<file path="src/rtl/hsr_pkg.sv">
package hsr_pkg;

    typedef enum logic {
        ACT_LOW  = 1'b0,
        ACT_HIGH = 1'b1
    } level_e;

    typedef struct packed {
        level_e in_lvl;
        logic   auto_lvl;
        level_e out_lvl;
        logic   coast_on;
        level_e coast_lvl;
    } hsr_cfg_t;

    // true when the change from prev to cur enters the active level
    function automatic logic is_leading(input logic cur, input logic prev, input level_e lvl);
        return (lvl == ACT_HIGH) ? (cur & ~prev) : (~cur & prev);
    endfunction

    function automatic logic level_match(input logic sig, input level_e lvl);
        return sig == logic'(lvl);
    endfunction

endpackage

</file>
<file path="src/rtl/hsr_level_detect.sv">
module hsr_level_detect
    import hsr_pkg::*;
#(
    parameter int CNT_W = 12
) (
    input  logic   clk,
    input  logic   rst,
    input  logic   hs_cur,
    input  logic   hs_prev,
    output level_e det_lvl
);
    localparam logic [CNT_W-1:0] CNT_MAX = '1;

    logic [CNT_W-1:0] hi_cnt, lo_cnt;
    logic             armed;
    logic             rise_w;

    assign rise_w = hs_cur & ~hs_prev;

    always_ff @(posedge clk) begin
        if (rst) begin
            hi_cnt  <= '0;
            lo_cnt  <= '0;
            armed   <= 1'b0;
            det_lvl <= ACT_LOW;
        end else if (rise_w) begin
            armed  <= 1'b1;
            if (armed)
                det_lvl <= (hi_cnt < lo_cnt) ? ACT_HIGH : ACT_LOW;
            hi_cnt <= CNT_W'(1);
            lo_cnt <= '0;
        end else if (hs_cur) begin
            if (hi_cnt != CNT_MAX) hi_cnt <= hi_cnt + 1'b1;
        end else begin
            if (lo_cnt != CNT_MAX) lo_cnt <= lo_cnt + 1'b1;
        end
    end


    det_moves_on_rise_chk: assert property (@(posedge clk) disable iff (rst)
        !$stable(det_lvl) |-> $past(rise_w));

endmodule

</file>
<file path="src/rtl/hsr_pulse_gen.sv">
module hsr_pulse_gen #(
    parameter int WID_W = 8
) (
    input  logic             clk,
    input  logic             rst,
    input  logic             lead,
    input  logic [WID_W-1:0] width,
    output logic             pulse
);
    logic [WID_W-1:0] remain;

    always_ff @(posedge clk) begin
        if (rst)
            remain <= '0;
        else if (lead)
            remain <= width;
        else if (remain != '0)
            remain <= remain - 1'b1;
    end

    assign pulse = (remain != '0);


    count_down_chk: assert property (@(posedge clk) disable iff (rst)
        (remain != '0 && !lead) |=> remain == ($past(remain) - WID_W'(1)));


    restart_chk: assert property (@(posedge clk) disable iff (rst)
        lead |=> remain == $past(width));


    zero_len_chk: assert property (@(posedge clk) disable iff (rst)
        (lead && width == '0) |=> !pulse);

endmodule

</file>
<file path="src/rtl/hsr_align_pipe.sv">
module hsr_align_pipe #(
    parameter int DATA_W = 25,
    parameter int STAGES = 3
) (
    input  logic              clk,
    input  logic              rst,
    input  logic [DATA_W-1:0] din,
    output logic [DATA_W-1:0] dout
);
    generate
        if (STAGES == 0) begin : g_pass
            assign dout = din;
        end else begin : g_regs
            logic [DATA_W-1:0] q [STAGES];
            always_ff @(posedge clk) begin
                if (rst) begin
                    for (int i = 0; i < STAGES; i++) q[i] <= '0;
                end else begin
                    q[0] <= din;
                    for (int i = 1; i < STAGES; i++) q[i] <= q[i-1];
                end
            end
            assign dout = q[STAGES-1];
        end
    endgenerate

endmodule

</file>
<file path="src/rtl/hsync_regen.sv">
module hsync_regen
    import hsr_pkg::*;
#(
    parameter int PIX_W       = 24,
    parameter int WIDTH_W     = 8,
    parameter int LVL_CNT_W   = 12,
    parameter int PIPE_STAGES = 3
) (
    input  logic               clk,
    input  logic               rst,
    input  logic               hs_in,
    input  logic               vs_in,
    input  logic [PIX_W-1:0]   pix_in,
    input  logic               cfg_in_pol,
    input  logic               cfg_auto_pol,
    input  logic               cfg_out_pol,
    input  logic [WIDTH_W-1:0] cfg_pulse_len,
    input  logic               cfg_coast_en,
    input  logic               cfg_coast_pol,
    output logic               hs_out,
    output logic [PIX_W-1:0]   pix_out,
    output logic               coast_out,
    output logic               ref_edge
);
    localparam int LANE_W = PIX_W + 1;

    hsr_cfg_t cfg;
    assign cfg = '{in_lvl:    level_e'(cfg_in_pol),
                   auto_lvl:  cfg_auto_pol,
                   out_lvl:   level_e'(cfg_out_pol),
                   coast_on:  cfg_coast_en,
                   coast_lvl: level_e'(cfg_coast_pol)};

    logic             hs_prev;
    logic [PIX_W-1:0] pix_d1;
    level_e           det_lvl, eff_lvl;
    logic             lead, pulse, coast_now;
    logic             ref_q, coast_q;
    logic [LANE_W-1:0] lane_in, lane_out;

    always_ff @(posedge clk) begin
        if (rst) begin
            hs_prev <= 1'b0;
            pix_d1  <= '0;
            ref_q   <= 1'b0;
            coast_q <= 1'b0;
        end else begin
            hs_prev <= hs_in;
            pix_d1  <= pix_in;
            ref_q   <= lead & ~coast_now;
            coast_q <= coast_now;
        end
    end

    hsr_level_detect #(.CNT_W(LVL_CNT_W)) u_detect (
        .clk     (clk),
        .rst     (rst),
        .hs_cur  (hs_in),
        .hs_prev (hs_prev),
        .det_lvl (det_lvl)
    );

    assign eff_lvl   = cfg.auto_lvl ? det_lvl : cfg.in_lvl;
    assign lead      = is_leading(hs_in, hs_prev, eff_lvl);
    assign coast_now = cfg.coast_on & level_match(vs_in, cfg.coast_lvl);

    hsr_pulse_gen #(.WID_W(WIDTH_W)) u_pulse (
        .clk   (clk),
        .rst   (rst),
        .lead  (lead),
        .width (cfg_pulse_len),
        .pulse (pulse)
    );

    assign lane_in = {pulse, pix_d1};

    hsr_align_pipe #(.DATA_W(LANE_W), .STAGES(PIPE_STAGES)) u_pipe (
        .clk  (clk),
        .rst  (rst),
        .din  (lane_in),
        .dout (lane_out)
    );

    assign hs_out    = lane_out[PIX_W] ? logic'(cfg.out_lvl) : ~logic'(cfg.out_lvl);
    assign pix_out   = lane_out[PIX_W-1:0];
    assign coast_out = coast_q;
    assign ref_edge  = ref_q;


    no_ref_in_coast_chk: assert property (@(posedge clk) disable iff (rst)
        coast_q |-> !ref_q);


    ref_single_chk: assert property (@(posedge clk) disable iff (rst)
        ref_q |=> !ref_q);

endmodule

</file>
<file path="config.mk">
export PLATFORM = sky130hd
export DESIGN_NAME = hsync_regen
export DESIGN_NICKNAME = d
export VERILOG_FILES = /design/src/rtl/hsr_pkg.sv /design/src/rtl/hsr_level_detect.sv /design/src/rtl/hsr_pulse_gen.sv /design/src/rtl/hsr_align_pipe.sv /design/src/rtl/hsync_regen.sv
export SDC_FILE = /design/constraint.sdc
export NUM_CORES = 1
export LEC_CHECK = 0
export CORE_MARGIN = 5
export CORE_UTILIZATION = 55
export CTS_CLUSTER_DIAMETER = 30
export CTS_CLUSTER_SIZE = 16
export DETAILED_ROUTE_END_ITERATION = 6
export MAX_ROUTING_LAYER = met4
export PLACE_DENSITY_LB_ADDON = 0.15
export SYNTH_ARGS = -nofsm -noshare
export SYNTH_HDL_FRONTEND = slang
export SYNTH_SLANG_ARGS = --single-unit
</file>
<file path="constraint.sdc">
create_clock -name clk -period 4 [get_ports clk]
set_input_delay 0.8 -clock clk [delete_from_list [all_inputs] [get_ports clk]]
set_output_delay 0.8 -clock clk [all_outputs]
set_load 0.005 [all_outputs]
</file>
==> metrics.md <==
| Metric | Value |
|---|---|
| Hold_buf cts | 0 |
| Final-layout fill cell count | around 680 |
| Pwr dens | about 530 nW/um^2 |
| Nets@finish | roughly 600 |
| WHS Endpoint | u_pipe.g_regs.q[0][48] |
| Hold path startpoint | u_pipe.g_regs.q[0][23] |
| Total CTS buffers | 17 |
| Slew Viols, Final | 0 |
| Worst-Margin Slew | 1.17 ns |
| Yosys top cell area share | 0.550 |
| Global route overflow | 0 |
| Number of routed nets with antenna violations | 0 |
| Dpl hpwl | ~5.5 mm |
| Cell mode on critical path | clkdlybuf4s50_1 |
| Ys flop type | dfxtp_1 |
| Required @ worst endpoint | roughly 3.2 ns |
| Antenna Cells | 0 |
| Clk_lat worst skew | between 0.5 and 0.6 ns |
| Clk sinks | ~140 |
| RSZ-0062 raised after global routing | false |
| Crit path cell chain | clkdlybuf4s50_1, xnor2_1, clkdlybuf4s50_1 |
| Synth top area cells | dfxtp_1 (55%), nor2b_1 (13%), ha_1 (3.8%), buf_4 (3.6%), a21oi_1 (2.1%) |
| Worst r2r path cells | 6 |
| CP top delay family | buffers and inverters |
| Starting Density | 0.565 |
| Initial DRT Pass Iterations | 5 |
| Fraction of layout cells with a size suffix above 1 | 0.0720 |
| Worst-path fanout max | 1 |
| Vias in the first global route | between 3000 and 4000 |
| Synth warnings | 0 |
| Cells after synthesis | 485 |
| Most frequent cells in the layout | dfxtp_1 (136), nor2b_1 (100), clkdlybuf4s50_1 (66) |
| GP Congestion | roughly 0.88 |
| Initial antenna violation count | 0 |
| Routed vias | 3292 |
| Post-CTS Setup Bufs | 0 |
| Routed wire length per instance | about 13 um |
| Reg2reg setup slack | approximately 1.8 ns |
| Hold WC Path Type | reg -> reg |
| Crit-path max cell delay | 0.52 ns |
| WHS Path Cells | 1 |
| CTS tree | done |
| Slew margin rel. | 0.199 |
| Worst Path Buf+Inv | 2 |
| DR iter-0 viols | 125 |
| Worst setup SP type | input pin |
| Sum Neg Setup Slack | 0 ns |
| Largest net degree at the start of global routing | 94 |
| First-pass GRT wire length | about 14 mm |
| Leakage | around 2.3 nW |
| Post-synth ARST share | 0 |
| Clock root cell | clkbuf_8 |
| Routed wire length | around 8.3 mm |
| Post-synth EDFFs | 0 |
| # setup viols final | 0 |
| Pwr Total | roughly 0.0032 W |
| Cell taking the most area after synthesis | dfxtp_1 |
| Overall Global Routing Usage | 0.165 |
| CP Data Arrival Time | roughly 1.9 ns |
| Max frequency | between 300 and 400 MHz |
| R2r startpoint | u_pulse.remain[0] |
| Clock buffer depth | 2 |
| Total Die Area | approximately 11000 um^2 |
| Mapped cell area | 4950 um^2 |
| CP max-delay cell | clkdlybuf4s50_1 |
| Post-Syn Nets | 541 |
| Skew final | approximately 0.011 ns |
| Sequential area share after synthesis | 0.550 |
| Die height | approximately 100 um |
| Number of port buffers | 67 |
| FP Rows | 34 |
| Worst R2R End | u_pulse.remain[6] |
| Final hold slack | between 0.4 and 0.5 ns |
| DR vias/cell | ~5 |
| Residual DRC | 0 |
| Final Hold Vio Count | 0 |
| Count of cell types in the netlist | 45 |
| Die width | around 100 um |
| Multi-input logic area | around 1900 um^2 |
| Register area | approximately 2700 um^2 |
| Io pins | 68 |
| IR drop worst, VDD | 374 uV |
| Post-layout min period | 2.70 ns |
| Cts repair resizes | 0 |
| CTS H-tree lvls | 4 |
| Max Cap Violations | 0 |
| Setup crit end kind | primary output |
| Status | complete, no violations |
| Commonest non-fill, non-tap cell in the layout | dfxtp_1 |
| Period utilization | 0.674 |
| Area grow syn2layout | 22.7% |
| Crit path kind | in -> out |
| CTS clock-pin slew for the worst setup and hold paths | approximately 0.060 ns |
| Core ar. | around 8800 um^2 |
| Average instance area after synthesis | between 10 and 15 um^2 |
| Synthesized flop and latch total | roughly 140 |
-- worst max path at each step --
stage	startpoint	slack, ns	cells past startpoint	endpoint
2_1_floorplan	rst	1.92	6	u_detect.hi_cnt[11]
3_3_place_gp	hs_in	1.08	5	u_pulse.remain[1]
3_5_place_dp	hs_in	1.0	5	u_pulse.remain[1]
4_1_cts	cfg_out_pol	1.30	3	hs_out
5_1_grt	hs_in	1.14	5	u_pulse.remain[1]
6_report	cfg_out_pol	1.30	3	hs_out
-- area by class of cell --
| cell class | count | area share |
|---|---|---|
| Sequential cell | 136 | 0.448 |
| Inverter | 17 | 0.0105 |
| Multi-Input combinational cell | 288 | 0.312 |
| Timing Repair Buffer | 69 | 0.113 |
| Tap cell | 108 | 0.0223 |
| Clock inverter | 15 | 0.0260 |
| Clock buffer | 17 | 0.0682 |
-- report_power, final --
group          switching, W  internal [W]
Clock              0.000616      0.000848
Sequential        0.0000430       0.00143
Combinational      0.000148      0.000158
-- per-stage QoR --
stage          area [um^2]  cells  utilization  worst slack (ns)
3_5_place_dp          5500    618        0.628             0.998
3_3_place_gp          5500    618        0.628              1.08
5_1_grt               6070    650        0.693              1.14
6_report              6070    650        0.693              1.30
2_1_floorplan         4950    485            -              1.92
4_1_cts               6070    650        0.693              1.30
-- synth_stat cells, types with 4 or more instances --
library cell    n
a21oi_1        21
a311oi_1        4
a31oi_1         6
and3_1          4
and4_1          6
buf_4          24
clkbuf_1       17
dfxtp_1       136
ha_1           15
inv_1          17
mux2i_1         6
nand2_1        14
nand3_1        10
nand4_1         6
nor2_1         16
nor2b_1       100
nor3_1          5
o211ai_1        4
o21ai_0        20
or3_1           7
or4_1           4
xnor2_1         8
-- layer usage --
layer / GRT usage / vias to the layer above / part of all wire
met5: - / - / 0
met4: 0.0694 / 0 / 0.0098
met3: 0.0413 / 9 / 0.047
met2: 0.280 / 60 / 0.53
met1: 0.185 / 1512 / 0.42
li1: - / 1711 / -
-- sequential cells by signal, summed over array words and instances, names as in the netlist --
signal / cells
coast_out: 1
u_detect.det_lvl: 1
ref_edge: 1
u_detect.armed: 1
u_detect.lo_cnt: 12
u_pipe.g_regs.q: 75
hs_prev: 1
pix_d1: 24
u_pulse.remain: 8
u_detect.hi_cnt: 12
-- cells by family after synthesis --
group                      count (synthesis)  synth area share
xor gates and xnor gates                   8            0.0142
AOI/OAI and AO/OA                         69            0.0860
adders and majority gates                 15            0.0379
buffers and inverters                     61            0.0665
and+or+nand+nor                          190             0.233
DFF                                      136             0.550
muxes                                      6            0.0121
Note: power is estimated with default switching activity, not from simulation.
